### src/rtl/spi_fifo_pkg.sv
package spi_fifo_pkg;
  typedef struct packed {
    logic [3:0] rsvd;
    logic       tx_ovf;
    logic       rx_ovf;
    logic       tx_empty;
    logic       rx_full;
  } base_stat_t;

  typedef struct packed {
    logic [3:0] rsvd;
    logic       tx_near_empty;
    logic       rx_near_full;
    logic       tx_full;
    logic       rx_empty;
  } fifo_stat_t;
endpackage

### src/rtl/spi_fifo_store.sv
module spi_fifo_store #(
  parameter int unsigned DEPTH = 8,
  parameter int unsigned DW    = 8,
  localparam int unsigned AW   = $clog2(DEPTH),
  localparam int unsigned LW   = $clog2(DEPTH + 1)
) (
  input  logic          clk_i,
  input  logic          rst_ni,
  input  logic          clear_i,
  input  logic          single_i,
  input  logic          push_i,
  input  logic [DW-1:0] data_i,
  input  logic          pop_i,
  output logic [DW-1:0] data_o,
  output logic [LW-1:0] level_o,
  output logic          empty_o,
  output logic          full_o,
  output logic          ovf_o
);
  logic [DW-1:0] mem_q [DEPTH];
  logic [AW-1:0] wr_q, rd_q, wr_nxt, rd_nxt;
  logic [LW-1:0] level_q, cap;
  logic [DW-1:0] data_q;
  logic          ovf_q, push_ok, pop_ok;

  generate
    if ((DEPTH & (DEPTH - 1)) == 0) begin : g_pow2
      assign wr_nxt = wr_q + AW'(1);
      assign rd_nxt = rd_q + AW'(1);
    end else begin : g_wrap
      assign wr_nxt = (wr_q == AW'(DEPTH - 1)) ? '0 : wr_q + AW'(1);
      assign rd_nxt = (rd_q == AW'(DEPTH - 1)) ? '0 : rd_q + AW'(1);
    end
  endgenerate

  assign cap     = single_i ? LW'(1) : LW'(DEPTH);
  assign full_o  = level_q >= cap;
  assign empty_o = level_q == '0;
  assign push_ok = push_i & ~full_o;
  assign pop_ok  = pop_i & ~empty_o;

  always_ff @(posedge clk_i) begin
    if (push_ok && !clear_i) mem_q[wr_q] <= data_i;
  end

  always_ff @(posedge clk_i or negedge rst_ni) begin
    if (!rst_ni) begin
      wr_q <= '0; rd_q <= '0; level_q <= '0; data_q <= '0; ovf_q <= 1'b0;
    end else if (clear_i) begin
      wr_q <= '0; rd_q <= '0; level_q <= '0; data_q <= '0; ovf_q <= 1'b0;
    end else begin
      if (push_ok) wr_q <= wr_nxt;
      if (pop_ok) begin
        rd_q   <= rd_nxt;
        data_q <= mem_q[rd_q];
      end
      level_q <= level_q + LW'(push_ok) - LW'(pop_ok);
      ovf_q   <= ovf_q | (push_i & full_o);
    end
  end

  assign data_o  = data_q;
  assign level_o = level_q;
  assign ovf_o   = ovf_q;
endmodule

### src/rtl/spi_fifo_marks.sv
module spi_fifo_marks #(
  parameter int unsigned DEPTH = 8,
  localparam int unsigned LW   = $clog2(DEPTH + 1)
) (
  input  logic          fifo_mode_i,
  input  logic          rx_sel_i,
  input  logic          tx_sel_i,
  input  logic [LW-1:0] rx_level_i,
  input  logic [LW-1:0] tx_level_i,
  output logic          rx_near_full_o,
  output logic          tx_near_empty_o
);
  localparam logic [LW-1:0] RX_HI  = LW'((3 * DEPTH) / 4);
  localparam logic [LW-1:0] RX_MID = LW'(DEPTH / 2);
  localparam logic [LW-1:0] TX_MID = LW'(DEPTH / 2);
  localparam logic [LW-1:0] TX_LO  = LW'(DEPTH / 4);

  logic [LW-1:0] rx_mark, tx_mark;
  assign rx_mark = rx_sel_i ? RX_MID : RX_HI;
  assign tx_mark = tx_sel_i ? TX_LO : TX_MID;

  assign rx_near_full_o  = fifo_mode_i & (rx_level_i >= rx_mark);
  assign tx_near_empty_o = fifo_mode_i & (tx_level_i <= tx_mark);
endmodule

### src/rtl/spi_fifo_buf.sv
module spi_fifo_buf
  import spi_fifo_pkg::*;
#(
  parameter int unsigned DEPTH = 8,
  parameter int unsigned DW    = 8
) (
  input  logic          clk_i,
  input  logic          rst_ni,
  input  logic          enable_i,
  input  logic          fifo_mode_i,
  input  logic          rx_mark_sel_i,
  input  logic          tx_mark_sel_i,
  input  logic          rx_ie_i,
  input  logic          tx_ie_i,
  input  logic          tx_push_i,
  input  logic [DW-1:0] tx_wdata_i,
  input  logic          rx_pop_i,
  output logic [DW-1:0] rx_rdata_o,
  input  logic          eng_tx_pop_i,
  output logic [DW-1:0] eng_tx_data_o,
  input  logic          eng_rx_push_i,
  input  logic [DW-1:0] eng_rx_data_i,
  output logic          tx_empty_o,
  output logic          rx_full_o,
  output logic          rx_fifo_empty_o,
  output logic          rx_near_full_o,
  output logic          tx_near_empty_o,
  output logic          rx_ovf_o,
  output logic          tx_ovf_o,
  output logic          rx_irq_o,
  output logic          tx_irq_o,
  output logic [15:0]   status_o
);
  localparam int unsigned LW = $clog2(DEPTH + 1);

  logic [LW-1:0] tx_level, rx_level;
  logic          tx_full, rx_empty, clear, single;
  base_stat_t    base_st;
  fifo_stat_t    fifo_st;

  assign clear  = ~enable_i;
  assign single = ~fifo_mode_i;

  spi_fifo_store #(.DEPTH(DEPTH), .DW(DW)) i_tx_store (
    .clk_i, .rst_ni, .clear_i(clear), .single_i(single),
    .push_i(tx_push_i), .data_i(tx_wdata_i), .pop_i(eng_tx_pop_i),
    .data_o(eng_tx_data_o), .level_o(tx_level), .empty_o(tx_empty_o),
    .full_o(tx_full), .ovf_o(tx_ovf_o)
  );

  spi_fifo_store #(.DEPTH(DEPTH), .DW(DW)) i_rx_store (
    .clk_i, .rst_ni, .clear_i(clear), .single_i(single),
    .push_i(eng_rx_push_i), .data_i(eng_rx_data_i), .pop_i(rx_pop_i),
    .data_o(rx_rdata_o), .level_o(rx_level), .empty_o(rx_empty),
    .full_o(rx_full_o), .ovf_o(rx_ovf_o)
  );

  spi_fifo_marks #(.DEPTH(DEPTH)) i_marks (
    .fifo_mode_i, .rx_sel_i(rx_mark_sel_i), .tx_sel_i(tx_mark_sel_i),
    .rx_level_i(rx_level), .tx_level_i(tx_level),
    .rx_near_full_o, .tx_near_empty_o
  );

  assign rx_fifo_empty_o = rx_empty;

  assign rx_irq_o = rx_ie_i & (fifo_mode_i ? rx_near_full_o : rx_full_o);
  assign tx_irq_o = tx_ie_i & (fifo_mode_i ? tx_near_empty_o : tx_empty_o);

  always_comb begin
    base_st          = '0;
    base_st.rx_full  = rx_full_o;
    base_st.tx_empty = tx_empty_o;
    base_st.rx_ovf   = rx_ovf_o;
    base_st.tx_ovf   = tx_ovf_o;
    fifo_st               = '0;
    fifo_st.rx_empty      = rx_empty;
    fifo_st.tx_full       = tx_full;
    fifo_st.rx_near_full  = rx_near_full_o;
    fifo_st.tx_near_empty = tx_near_empty_o;
  end

  assign status_o = {fifo_st, base_st};
endmodule

### config.mk
export PLATFORM = sky130hd
export DESIGN_NAME = spi_fifo_buf
export DESIGN_NICKNAME = d
export VERILOG_FILES = /design/src/rtl/spi_fifo_pkg.sv /design/src/rtl/spi_fifo_store.sv /design/src/rtl/spi_fifo_marks.sv /design/src/rtl/spi_fifo_buf.sv
export SDC_FILE = /design/constraint.sdc
export NUM_CORES = 1
export LEC_CHECK = 0
export BUFFER_PORTS_ARGS = -buffer_cell sky130_fd_sc_hd__buf_2
export CORE_ASPECT_RATIO = 2
export CORE_MARGIN = 4
export CORE_UTILIZATION = 45
export CTS_BUF_LIST = sky130_fd_sc_hd__clkbuf_8 sky130_fd_sc_hd__clkbuf_16
export DETAILED_ROUTE_END_ITERATION = 8
export MAX_ROUTING_LAYER = met4
export PLACE_DENSITY_LB_ADDON = 0.15
export RECOVER_POWER = 25
export SYNTH_ARGS = -nofsm -noshare
export SYNTH_HDL_FRONTEND = slang
export SYNTH_SLANG_ARGS = --single-unit
### constraint.sdc
create_clock -name clk_i -period 3.2 [get_ports clk_i]
set_clock_uncertainty 0.2 [all_clocks]
set_input_delay 0.48 -clock clk_i [delete_from_list [all_inputs] [get_ports clk_i]]
set_output_delay 0.48 -clock clk_i [all_outputs]
set_load 0.05 [all_outputs]
## After elaboration in Yosys (flattened, before gate mapping)

Memories as Yosys holds them, arrays and structs flattened.
Index checks and enable logic that the tools add are counted.

| storage, ports and cells | value |
|---|---|
| bits in latches | 0 |
| output and inout bits | 41 |
| memory bits (writable) | 128 |
| word-level logic and storage cells | 73 |
| memory bits (read-only) | 0 |
| bits in registers | 38 |
| memories | 2 |
| input port bits | 28 |

Memories:

| name | words | width | rd ports | clocked after Yosys merged registers in | write ports | line | source |
|---|---|---|---|---|---|---|---|
| i_rx_store.mem_q | 8 | 8 | 1 | 0 | 1 | spi_fifo_store.sv:20 | `logic [DW-1:0] mem_q [DEPTH];` |
| i_tx_store.mem_q | 8 | 8 | 1 | 0 | 1 | spi_fifo_store.sv:20 |  |

| operators by class | value |
|---|---|
| equal/unequal tests | 4 |
| muxes and demuxes | 25 |
| bitwise gates (word level) | 16 |
| order comparisons | 4 |
| add/sub/neg operators | 8 |
| multipliers | 0 |
| reduce and logical (&&, ||, !) cells | 4 |
| shift-type cells | 0 |
| div/mod/pow operators | 0 |

Operators by type and width:

| operator | number |
|---|---|
| $mux 8 | 4 |
| $mux 3 | 9 |
| $add 3x1->3 const B | 4 |
| $ge 4x4->1 | 3 |
| $mux 4 | 3 |
| $and 1x1->1 | 10 |
| $add 4x1->4 | 2 |
| $logic_not 4->1 | 2 |
| $mux 1 | 8 |
| $ne 2x1->1 const B | 4 |
| $sub 4x1->4 | 2 |
| $le 4x4->1 | 1 |
| $not 1->1 | 4 |
| $logic_and 1x1->1 | 2 |
| $mux 2 | 1 |
| $or 1x1->1 | 2 |

## Logic depth before layout (Yosys ltp)

Gate-level depths: netlist of run 1.

| logic depth | value |
|---|---|
| depth after elaboration | 7 |
| gate-level depth with buffers | 13 |
| mapped depth without buffers | 12 |

## By module

From an unflattened synthesis of run 1, not the netlist that was laid out.

| second synthesis, totals | value |
|---|---|
| cells, all modules | 466 |
| area total of the unflattened synthesis | 7213.2 µm² |

By module, submodules not included:

| module | sequential area each (µm²) | instances | cells each | area each (µm²) |
|---|---|---|---|---|
| spi_fifo_store | 2397.3 | 2 | 215 | 3475.8 |
| spi_fifo_buf | 0.0 | 1 | 23 | 163.9 |
| spi_fifo_marks | 0.0 | 1 | 13 | 97.6 |

## Worst setup path before layout of run 1

No wires, ideal clock.

| timing | value |
|---|---|
| path kind | in2reg |
| from | in fifo_mode_i |
| to | mem i_rx_store.mem_q[2][0], enable pin |
| slack | -176 ps |
| data required time | 2617 ps |
| path buffers | 0 |
| setup time | 383 ps |
| arrival time | 2793 ps |
| cell stages on the path | 6 |
| path through | inv_1 -> ha_1 -> or4b_1 -> a21o_1 -> or3_4 -> nor3_1 |

| between the ends | value |
|---|---|
| longest elaborated chain between the ends | 7 |

Ends and longest elaborated chain:

| item | line | source |
|---|---|---|
| from (decl) | spi_fifo_buf.sv:10 | `input logic fifo_mode_i,` |
| $mux 4 | spi_fifo_store.sv:36 | `assign cap = single_i ? LW'(1) : LW'(DEPTH);` |
| $ge 4x4->1 | spi_fifo_store.sv:37 | `assign full_o = level_q >= cap;` |
| net rx_full_o | spi_fifo_buf.sv:24 | `output logic rx_full_o,` |
| $not 1->1 | spi_fifo_store.sv:39 | `assign push_ok = push_i & ~full_o;` |
| $and 1x1->1 | spi_fifo_store.sv:39 |  |
| $logic_and 1x1->1 | spi_fifo_store.sv:43 | `if (push_ok && !clear_i) mem_q[wr_q] <= data_i;` |
| $mux 1 | spi_fifo_store.sv:43 |  |
| $mux 1 (implied by the code) | spi_fifo_store.sv:43 |  |
| to (decl) | spi_fifo_store.sv:20 |  |

The timed path passes the listed nets, and every way through them passes these cells.

## Final worst setup path of run 1

| timing | value |
|---|---|
| from | reg i_rx_store.level_q[0] (netlist: i_rx_store.level_o[0]) |
| to | out rx_irq_o |

| between the ends | value |
|---|---|
| longest elaborated chain between the ends | 4 |
| elaborated cells between the ends (all ways) | 5 |
| those cells by class | order compare: 2; mux: 1; bitwise: 2 |

Ends and longest elaborated chain:

| item | line | source |
|---|---|---|
| from (decl) | spi_fifo_store.sv:22 | `logic [LW-1:0] level_q, cap;` |
| from (signal assigned) | spi_fifo_store.sv:57 | `level_q <= level_q + LW'(push_ok) - LW'(pop_ok);` |
| $ge 4x4->1 | spi_fifo_marks.sv:22 | `assign rx_near_full_o = fifo_mode_i & (rx_level_i >= rx_mark);` |
| $and 1x1->1 | spi_fifo_marks.sv:22 |  |
| $mux 1 (*) | spi_fifo_buf.sv:66 | `assign rx_irq_o = rx_ie_i & (fifo_mode_i ? rx_near_full_o : rx_full_o);` |
| $and 1x1->1 (*) | spi_fifo_buf.sv:66 |  |
| to (decl) | spi_fifo_buf.sv:30 | `output logic rx_irq_o,` |

Every way passes the cells marked *; elsewhere a longest branch is shown, timed or not.

==> reports/qor.yml, run 1 <==
pin_count: 69
grt_pass1_vias: 4435
synth_top_cell_area_share_pct: 53.7
leakage_nw: 3.17
ys_async_sr_fraction_pct: 22.9
tns_ns: 0
grtUsageTotal_pct: 17.5
avgSynthCellArea_um2: 15.2
fp-row-count: 65
finalNonFillerCells: 758
tightest_slew_ns: 0.976
ys_ff_latch: 166
port_buffers: 60
synth_area_leader_cell: "edfxtp_1"
cts.path.max_buffers: 2
drc: 0
drive_gt1_share_pct: 27.8
final_cell_mix: "128 x edfxtp_1, 47 x buf_2, 38 x dfrtp_1, 29 x mux2_2, 24 x inv_1"
firstDrtPassIters: 4
highest_layer: "met4"
path_class: "reg -> out"
worstPathArrival_ns: 2.38
cts_setup_buffers: 0
clock.fmax_ghz: 0.327
syn_area_mm2: 0.00716
max_cap_violations: 0
synth_edf_count: 128
reg2reg_from: "i_tx_store.level_o[2]"
cp-startpoint: "i_rx_store.level_o[0]"
path_clk_slew_ns: 0.06
die_height_um: 186
worstSetupStartpointType: "register"
critPathMaxStageDelay_ns: 0.49
critPathMaxFanout: 5
irDropWorstVdd_mv: 0.377
dp_cells: 726
place.gp.congestion: 0.784
area_delta_synth_final_pct: 15.7
holdWs_ns: 0.0223
cts_root_buf: "clkbuf_16"
maxSlewViolCount: 0
num_antenna_cells: 0
num-nets-final: 596
grt_pass1_wl_mm: 23.7
cts-resized-gates: 0
crit_chain: "inv_1 -> ha_1 -> or4b_1 -> a21o_1 -> buf_4 -> nor2_1 -> a211oi_2 -> buf_2"
slowest_stage: "or4b_1"
cts_hold_buf: 0
grt_overflow: 0
seq_area_frac_synth_pct: 66.9
dr_wl_met2_mm: 8.68
start_util_pct: 45.6
finalHoldViolCount: 0
tritoncts: "yes"
cts_sinks: 166
slew_headroom_pct: 34.9
critPathRequiredTime_ns: 2.52
clk_latency_ns: 0.41
cts_made_buffers: 17
synthFlopType: "edfxtp_1"
antenna_found_initial: 0
hold_class: "in -> async"
fill_cells: 1310
ys_top_cells_by_area: "edfxtp_1 54%, dfrtp_1 13%, mux4_2 5.0%, mux2_2 4.6%, ha_1 3.8%"
cellPowerDensity_mw_per_mm2: 785
netlist_instances: 471
yosys_warnings: 0
ant_nets: 0
grt_max_degree: 39
wl_met3_um: 321
fp.dieW_um: 97.2
final_common_cell: "edfxtp_1"
wl_mm: 14.5
cts-htree-levels: 4
met1_length_mm: 5.13
rsz0062_at_grt: "no"
post-route-min-period_ns: 3.06
cp-end-kind: "output pin"
synth.distinct_cells: 43
die-area_mm2: 0.0181
fin_crit_sh_pct: 95.6
drtIter0Drc: 147
core_area_mm2: 0.0157
vias: 3987
setup_viol: 0
dp_hpwl_mm: 10.7
vias_per_cell: 5.26
status: "finished, final reports clean"
post_drt_wl_per_cell_um: 19.2
-- metrics by stage --
step	utilization, %	power [mW]	instance area, um2	worst slack, ns
after floorplan	-	4.23	7200	-0.0935
after global placement	49.4	4.63	7750	0.186
after detailed placement	49.4	4.68	7750	0.115
after CTS	52.9	6.60	8300	0.104
after global routing	52.8	6.87	8290	0.0131
final	52.8	6.50	8290	0.139
-- layout make-up --
cell class | count | area, um2 | area share, %
sequential | 166 | 4790 | 57.9
tap | 201 | 251 | 3.04
clock inverter | 15 | 130 | 1.57
inverter | 23 | 86.3 | 1.04
clock buffer | 17 | 425 | 5.13
multi-input combinational | 252 | 2120 | 25.6
timing repair buffer | 84 | 477 | 5.75
-- Yosys cell counts (2+ instances only) --
| library cell | instances |
|---|---|
| o21a_1 | 2 |
| buf_4 | 16 |
| a21boi_0 | 3 |
| edfxtp_1 | 128 |
| or3b_2 | 2 |
| inv_1 | 23 |
| a2111oi_0 | 2 |
| clkbuf_1 | 10 |
| o31ai_1 | 14 |
| nor3_1 | 6 |
| or4b_1 | 2 |
| o22ai_1 | 15 |
| mux4_2 | 16 |
| dfrtp_1 | 38 |
| nor4_1 | 3 |
| o21ai_0 | 3 |
| nor3b_2 | 2 |
| fa_1 | 2 |
| buf_1 | 4 |
| mux2_2 | 29 |
| a21oi_1 | 6 |
| mux2i_1 | 2 |
| buf_2 | 7 |
| a21o_1 | 5 |
| nor2b_1 | 6 |
| xnor2_1 | 4 |
| nand2_1 | 18 |
| nand3_1 | 23 |
| nor3b_1 | 3 |
| ha_1 | 22 |
| and2_1 | 13 |
| nand2b_1 | 7 |
| nor2_1 | 20 |
| xor2_1 | 5 |
| and3b_1 | 2 |
-- layer usage --
metal	global-route usage, %	vias to the layer above
li1	-	1887
met4	7.19	0
met3	3.03	26
met5	-	-
met1	17.2	1999
met2	33.1	75
-- registers in the layout, summed over array words and instances (netlist names) --
signal              cells
i_rx_store.mem_q       64
i_tx_store.mem_q       64
i_rx_store.data_o       8
i_tx_store.data_o       8
i_rx_store.level_o      4
i_tx_store.level_o      4
i_rx_store.rd_q         3
i_rx_store.wr_q         3
i_tx_store.rd_q         3
i_tx_store.wr_q         3
i_rx_store.ovf_o        1
i_tx_store.ovf_o        1
-- final timing paths --
check | slack, ns | depth (start not counted) | to
worst max-delay path | 0.14 | 8 | rx_irq_o
worst min-delay path | 0.02 | 1 | i_tx_store.rd_q[2]
worst max register to register | 0.35 | 11 | i_tx_store.level_o[2]
worst min register to register | 0.30 | 2 | i_tx_store.data_o[2]
max in group asynchronous | 2.16 | 1 | i_rx_store.data_o[7]
min in group clk_i | 0.16 | 3 | i_tx_store.ovf_o
-- report_power, final --
part	internal, mW	switching, mW	total (mW)
registers	2.49	0.157	2.65
clock network	1.08	0.830	1.91
logic	0.721	1.23	1.95
total	4.29	2.21	6.50
-- worst max-delay path, delay by kind of cell, from the launching register on --
family,cells,cell delay [ns]
buffers and inverters,3,0.45
adders and majority gates,1,0.26
and+or+nand+nor,2,0.60
AOI/OAI and AO/OA,2,0.28
DFF,1,0.38
-- cells by family after synthesis --
family / synth area share (%)
adders and majority gates: 4.40
other: 0.0524
xor gates and xnor gates: 1.10
buffers and inverters: 4.11
AOI/OAI and AO/OA: 5.19
muxes: 9.87
DFF: 66.9
and+or+nand+nor: 8.33
Power figures use the tool's default switching activity.
==> run 2: changes to the inputs <==
Clock period 3.2 ns to 3.6 ns, I/O delays scaled along.
==> reports/qor.yml, run 2 (synthesis results as in run 1) <==
status: "finished, final reports clean"
port_buffers: 60  # unchanged
grt_max_degree: 39  # unchanged
pin_count: 69  # unchanged
clock.fmax_ghz: 0.328
tightest_slew_ns: 0.985  # +0.00825 ns
rr_worst_depth: 11  # unchanged
combinationalPowerShare_pct: 28.7  # -1.2 points
final_cell_mix: "128 x edfxtp_1, 46 x buf_2, 38 x dfrtp_1, 29 x mux2_2"
path_class: "reg -> out"
die_height_um: 186  # unchanged
num_antenna_cells: 0  # unchanged
fp.dieW_um: 97.2  # unchanged
dp_cells: 721  # -0.69%
fin_crit_sh_pct: 84.8
worstPathArrival_ns: 2.31  # -0.07 ns
tritoncts: "yes"
cts.path.max_buffers: 2  # unchanged
worstSetupStartpointType: "register"
post-route-min-period_ns: 3.05
cts_hold_buf: 0  # unchanged
grtUsageMet1_pct: 16.9  # -0.28 points
clkPwrFrac_pct: 31.4  # +2.1 points
post_drt_wl_per_cell_um: 19.3  # +0.82%
setup_viol: 0  # unchanged
grt_overflow: 0  # unchanged
top_usage_layer: "met2"
p_seq_share_pct: 40.0  # -0.8 points
largestRegisters: "i_rx_store.mem_q: 64 flops, i_tx_store.mem_q: 64 flops"
cts_made_buffers: 17  # unchanged
path_clk_slew_ns: 0.06  # about the same
fp-row-count: 65  # unchanged
cts_root_buf: "clkbuf_16"
hold_class: "in -> async"
die-area_mm2: 0.0181  # unchanged
cts-resized-gates: 0  # unchanged
start_util_pct: 45.6  # unchanged
max_cap_violations: 0  # unchanged
drc: 0  # unchanged
grtUsageTotal_pct: 17.4  # -0.035 points
vias_per_cell: 5.33  # +1.4%
critPathRequiredTime_ns: 2.86  # +0.34 ns
slew_headroom_pct: 34.4  # -0.55 points
cts_setup_buffers: 0  # unchanged
tns_ns: 0  # unchanged
num-nets-final: 591  # -0.84%
leakage_nw: 3.16  # -0.22%
use_met3_pct: 2.99  # -0.037 points
cellPowerDensity_mw_per_mm2: 715  # -8.9%
core_area_mm2: 0.0157  # unchanged
grt_pass1_wl_mm: 23.6  # -0.43%
fill_cells: 1317  # +0.53%
cts_sinks: 166  # unchanged
grtUsageMet2_pct: 34.2  # +1.1 points
vias: 4016  # +0.73%
maxSlewViolCount: 0  # unchanged
antenna_found_initial: 0  # unchanged
drive_gt1_share_pct: 26.8  # -1.0 points
p_switching_mw: 2.00  # -9.5%
finalNonFillerCells: 753  # -0.66%
drtIter0Drc: 141  # -4.1%
dp_hpwl_mm: 10.7  # +0.21%
place.gp.congestion: 0.822  # +4.9%
firstDrtPassIters: 5  # +1
cts-htree-levels: 4  # unchanged
clk_latency_ns: 0.42  # about the same
finalHoldViolCount: 0  # unchanged
cp-end-kind: "output pin"
ant_nets: 0  # unchanged
area_delta_synth_final_pct: 15.6
switching_share_pct: 33.9  # -0.17 points
critPathMaxFanout: 7  # +2
irDropWorstVdd_mv: 0.560  # +49%
grt_pass1_vias: 4304  # -3.0%
final_common_cell: "edfxtp_1"
rsz0062_at_grt: "no"
internal_power_mw: 3.91  # -8.8%
wl_mm: 14.6  # +0.16%
[run 2: area by class of cell]
type | instances | area (um2) | share of cell area, %
sequential | 166 | 4790 | 57.9
multi-input combinational | 252 | 2110 | 25.4
clock buffer | 19 | 453 | 5.47
timing repair buffer | 79 | 425 | 5.14
tap | 201 | 251 | 3.04
clock inverter | 13 | 160 | 1.94
inverter | 23 | 86.3 | 1.04
[run 2: routing by layer]
metal | wire length, um | up-vias | part of all wire (%)
met5 | 0 | - | 0
met4 | 181 | 0 | 1.2
met3 | 425 | 13 | 2.9
met2 | 9010 | 72 | 62
met1 | 4940 | 2052 | 34
li1 | - | 1879 | -
[run 2: path summary, 6_finish.rpt]
| path | to | start | slack (ns) |
|---|---|---|---|
| max | rx_irq_o | i_rx_store.level_o[0] | 0.55 |
| min | i_tx_store.rd_q[2] | rst_ni | 0.08 |
| max reg2reg | i_tx_store.level_o[2] | i_tx_store.level_o[2] | 0.75 |
| min reg2reg | i_tx_store.data_o[7] | i_tx_store.data_o[7] | 0.31 |
| max in group asynchronous | i_rx_store.wr_q[1] | rst_ni | 2.50 |
| min in group clk_i | i_tx_store.ovf_o | tx_push_i | 0.21 |
[run 2: through the flow]
step	utilization, %	worst slack, ns	hold slack [ns]	power, mW	instance area, um2
3_5_place_dp	48.9	0.403	0.300	4.13	7680
6_report	52.7	0.548	0.0822	5.92	8280
4_1_cts	52.8	0.516	0.116	5.99	8290
2_1_floorplan	-	0.115	0.0444	3.76	7190
3_3_place_gp	48.9	0.461	0.296	4.09	7680
5_1_grt	52.7	0.385	0.171	6.24	8280
[run 2: power groups by stage]
stage / Combinational (mW) / Sequential [mW] / Clock [mW]
finish: 1.70 / 2.36 / 1.85
global route: 1.87 / 2.39 / 1.98
CTS: 1.73 / 2.37 / 1.89
detailed placement: 1.72 / 2.41 / 0
global placement: 1.69 / 2.41 / 0
floorplan: 1.25 / 2.51 / 0
[run 2: critical path: stages (launching register included)]
cell and delay (ns):
dfrtp_1 0.40, inv_1 0.09, ha_1 0.22, or4b_1 0.49, a21o_1 0.30, nor2_1 0.12
a211oi_1 0.06, buf_2 0.22
==> run 3: changes to the inputs <==
Settings changed: ABC_AREA set to 1.
Clock period 3.6 ns to 2.94 ns, I/O delays scaled along.
==> reports/qor.yml, run 3 <==
final_cell_mix: "241 x nand2_1, 128 x edfxtp_1, 79 x nand3_1, 68 x inv_1, 51 x nor2_1"
num_antenna_cells: 0  # unchanged
path_clk_slew_ns: 0.07  # about the same
fill_cells: 1560  # +18%
vias: 5189  # +29%
critPathRequiredTime_ns: 2.30  # -0.56 ns
tightest_slew_ns: 0.997  # +0.0125 ns
wl_mm: 17.2  # +18%
dr_wl_met2_mm: 10.3  # +14%
seqCellArea_mm2: 0.00479  # unchanged
cts-htree-levels: 4  # unchanged
cts_root_buf: "clkbuf_16"
holdWs_ns: 0.112  # +0.0295 ns
synth_edf_count: 128  # unchanged
setup_viol: 0  # unchanged
drc: 0  # unchanged
leakage_nw: 3.83  # +21%
hold_depth: 3
grt_max_degree: 39  # unchanged
tritoncts: "yes"
antenna_found_initial: 0  # unchanged
drtIter0Drc: 210  # +49%
worstSetupStartpointType: "register"
ys_top_cells_by_area: "edfxtp_1 51%, dfrtp_1 13%, nand2_1 12%, nand3_1 5.2%, ha_1 3.6%"
reg2reg_slack_ns: 0.55  # -0.20 ns
fin_crit_sh_pct: 88.5
synthTopCellsByCount: "241 x nand2_1, 128 x edfxtp_1, 79 x nand3_1"
hp-start: "tx_push_i"
synth.distinct_cells: 28  # -35%
irDropWorstVdd_mv: 0.461  # -18%
synth.most_common_cell: "nand2_1"
wl_met3_um: 515  # +21%
reg2reg_from: "i_rx_store.level_o[3]"
clock.fmax_ghz: 0.384
seq_area_frac_synth_pct: 63.0  # -3.9 points
cp-end-kind: "output pin"
met1_length_mm: 5.87  # +19%
cts_made_buffers: 17  # unchanged
area_delta_synth_final_pct: 13.3
vias_per_cell: 5.03  # -5.6%
ant_nets: 0  # unchanged
grt_overflow: 0  # unchanged
cts.path.max_buffers: 2  # unchanged
maxSlewViolCount: 0  # unchanged
multi_input_area_mm2: 0.00221  # +5.2%
cts_sinks: 166  # unchanged
clk_latency_ns: 0.43  # about the same
dp_hpwl_mm: 12.3  # +14%
cts_setup_buffers: 0  # unchanged
netlist_instances: 744  # +58%
cellPowerDensity_mw_per_mm2: 866  # +21%
highest_layer: "met4"
hold_class: "in -> reg"
core_area_mm2: 0.0167  # +6.3%
fp-row-count: 67  # +3.1%
ys_ff_latch: 166  # unchanged
slew_headroom_pct: 33.5  # -0.84 points
ys_async_sr_fraction_pct: 22.9  # unchanged
die-area_mm2: 0.0192  # +5.8%
post_drt_wl_per_cell_um: 16.7  # -14%
tns_ns: 0  # unchanged
timing.rr.end: "i_rx_store.level_o[2]"
die_height_um: 192  # +2.9%
finalHoldViolCount: 0  # unchanged
rr_worst_depth: 11  # unchanged
fp.dieW_um: 99.9  # +2.8%
fin_area_mm2: 0.00862  # +4.1%
pin_count: 69  # unchanged
drive_gt1_share_pct: 14.1  # -13 points
firstDrtPassIters: 4  # -1
yosys_warnings: 0  # unchanged
start_util_pct: 45.6  # about the same
grt_pass1_vias: 5264  # +22%
avgSynthCellArea_um2: 10.2  # -33%
rsz0062_at_grt: "no"
post-route-min-period_ns: 2.60
status: "finished, final reports clean"
place.gp.congestion: 0.824  # +0.17%
worstHoldEndpoint: "i_tx_store.ovf_o"
synth_top_cell_area_share_pct: 50.5  # -3.1 points
final_common_cell: "nand2_1"
synthFlopType: "edfxtp_1"
grtUsageTotal_pct: 19.9  # +2.5 points
place_area_mm2: 0.00804  # +4.6%
critPathMaxFanout: 4  # -3
worstPathArrival_ns: 1.96  # -0.35 ns
largestRegisters: "i_rx_store.mem_q: 64 flops, i_tx_store.mem_q: 64 flops"
syn_area_mm2: 0.00761  # +6.2%
synth_area_leader_cell: "edfxtp_1"
max_cap_violations: 0  # unchanged
num-nets-final: 863  # +46%
port_buffers: 60  # unchanged
grt_pass1_wl_mm: 27.6  # +17%
path_class: "reg -> out"
[run 3: cell types whose count changed in the layout (fill, tap and decap cells not counted), sizes merged, moves of 15 or more]
| cell | before | now |
|---|---|---|
| inv | 30 | 84 |
| nand3 | 23 | 81 |
| nand2 | 18 | 243 |
| mux2 | 29 | 0 |
| o21ai | 3 | 21 |
| o22ai | 15 | 0 |
| mux4 | 16 | 0 |
| nor2 | 20 | 55 |
[run 3: cell type report]
type                       count  share of cell area, %
clock buffer                  17                   4.94
clock inverter                15                   1.90
inverter                      81                   3.59
multi-input combinational    463                   25.7
sequential                   166                   55.6
tap                          207                   3.01
timing repair buffer          82                   5.21
[run 3: routing by layer]
layer	track usage, %	vias to the layer above
met2	37.9	111
met4	10.4	0
met1	18.7	2500
met3	2.98	30
li1	-	2548
met5	-	-
[run 3: worst max path at each step]
stage | to | startpoint | slack, ns
after global placement | i_rx_store.mem_q[1][5] | fifo_mode_i | 0.37
after CTS | tx_irq_o | i_tx_store.level_o[1] | 0.31
after floorplan | tx_irq_o | i_tx_store.level_o[2] | 0.03
after detailed placement | i_rx_store.mem_q[1][5] | fifo_mode_i | 0.36
after global routing | tx_irq_o | i_tx_store.level_o[1] | 0.21
final | tx_irq_o | i_tx_store.level_o[1] | 0.34
[run 3: critical path, cell delays in order, from the launching register on]
cell and delay [ns]:
dfrtp_1 0.39, inv_1 0.13, ha_1 0.30, nand3_1 0.07, o21ai_0 0.08, nand3_1 0.11, a21boi_0 0.17, buf_2 0.29
[run 3: power by group]
group          internal [mW]  switching [mW]  leakage (nW)  total, mW
combinational          0.646            1.74          1.89       2.39
clock                   1.14            1.03         0.286       2.16
sequential              2.75           0.158          1.66       2.90
total                   4.53            2.93          3.83       7.46
[run 3: timing repair]
action | CTS | global route
hold endpoints to repair | 11 | 0
hold buffers | 1 | 0
setup endpoints to repair | 0 | 0
gates resized for setup | 0 | 0
[run 3: through the flow]
| step | utilization, % | power [mW] | instances | setup slack (ns) |
|---|---|---|---|---|
| 4_1_cts | 51.8 | 7.54 | 1031 | 0.308 |
| 2_1_floorplan | - | 4.91 | 751 | 0.0254 |
| 3_5_place_dp | 48.2 | 5.37 | 998 | 0.357 |
| 3_3_place_gp | 48.2 | 5.31 | 998 | 0.366 |
| 5_1_grt | 51.6 | 7.91 | 1031 | 0.206 |
| 6_report | 51.6 | 7.46 | 1031 | 0.339 |
[run 3: cell families after synthesis]
kind of cell    count (synthesis)  share of synthesized area [%]
other cells                     1                         0.0493
xor+xnor                        4                          0.460
flops                         166                           63.0
compound gates                 30                           2.07
buf+inv                       122                           8.21
fa+ha+maj                      24                           4.14
simple gates                  397                           22.0
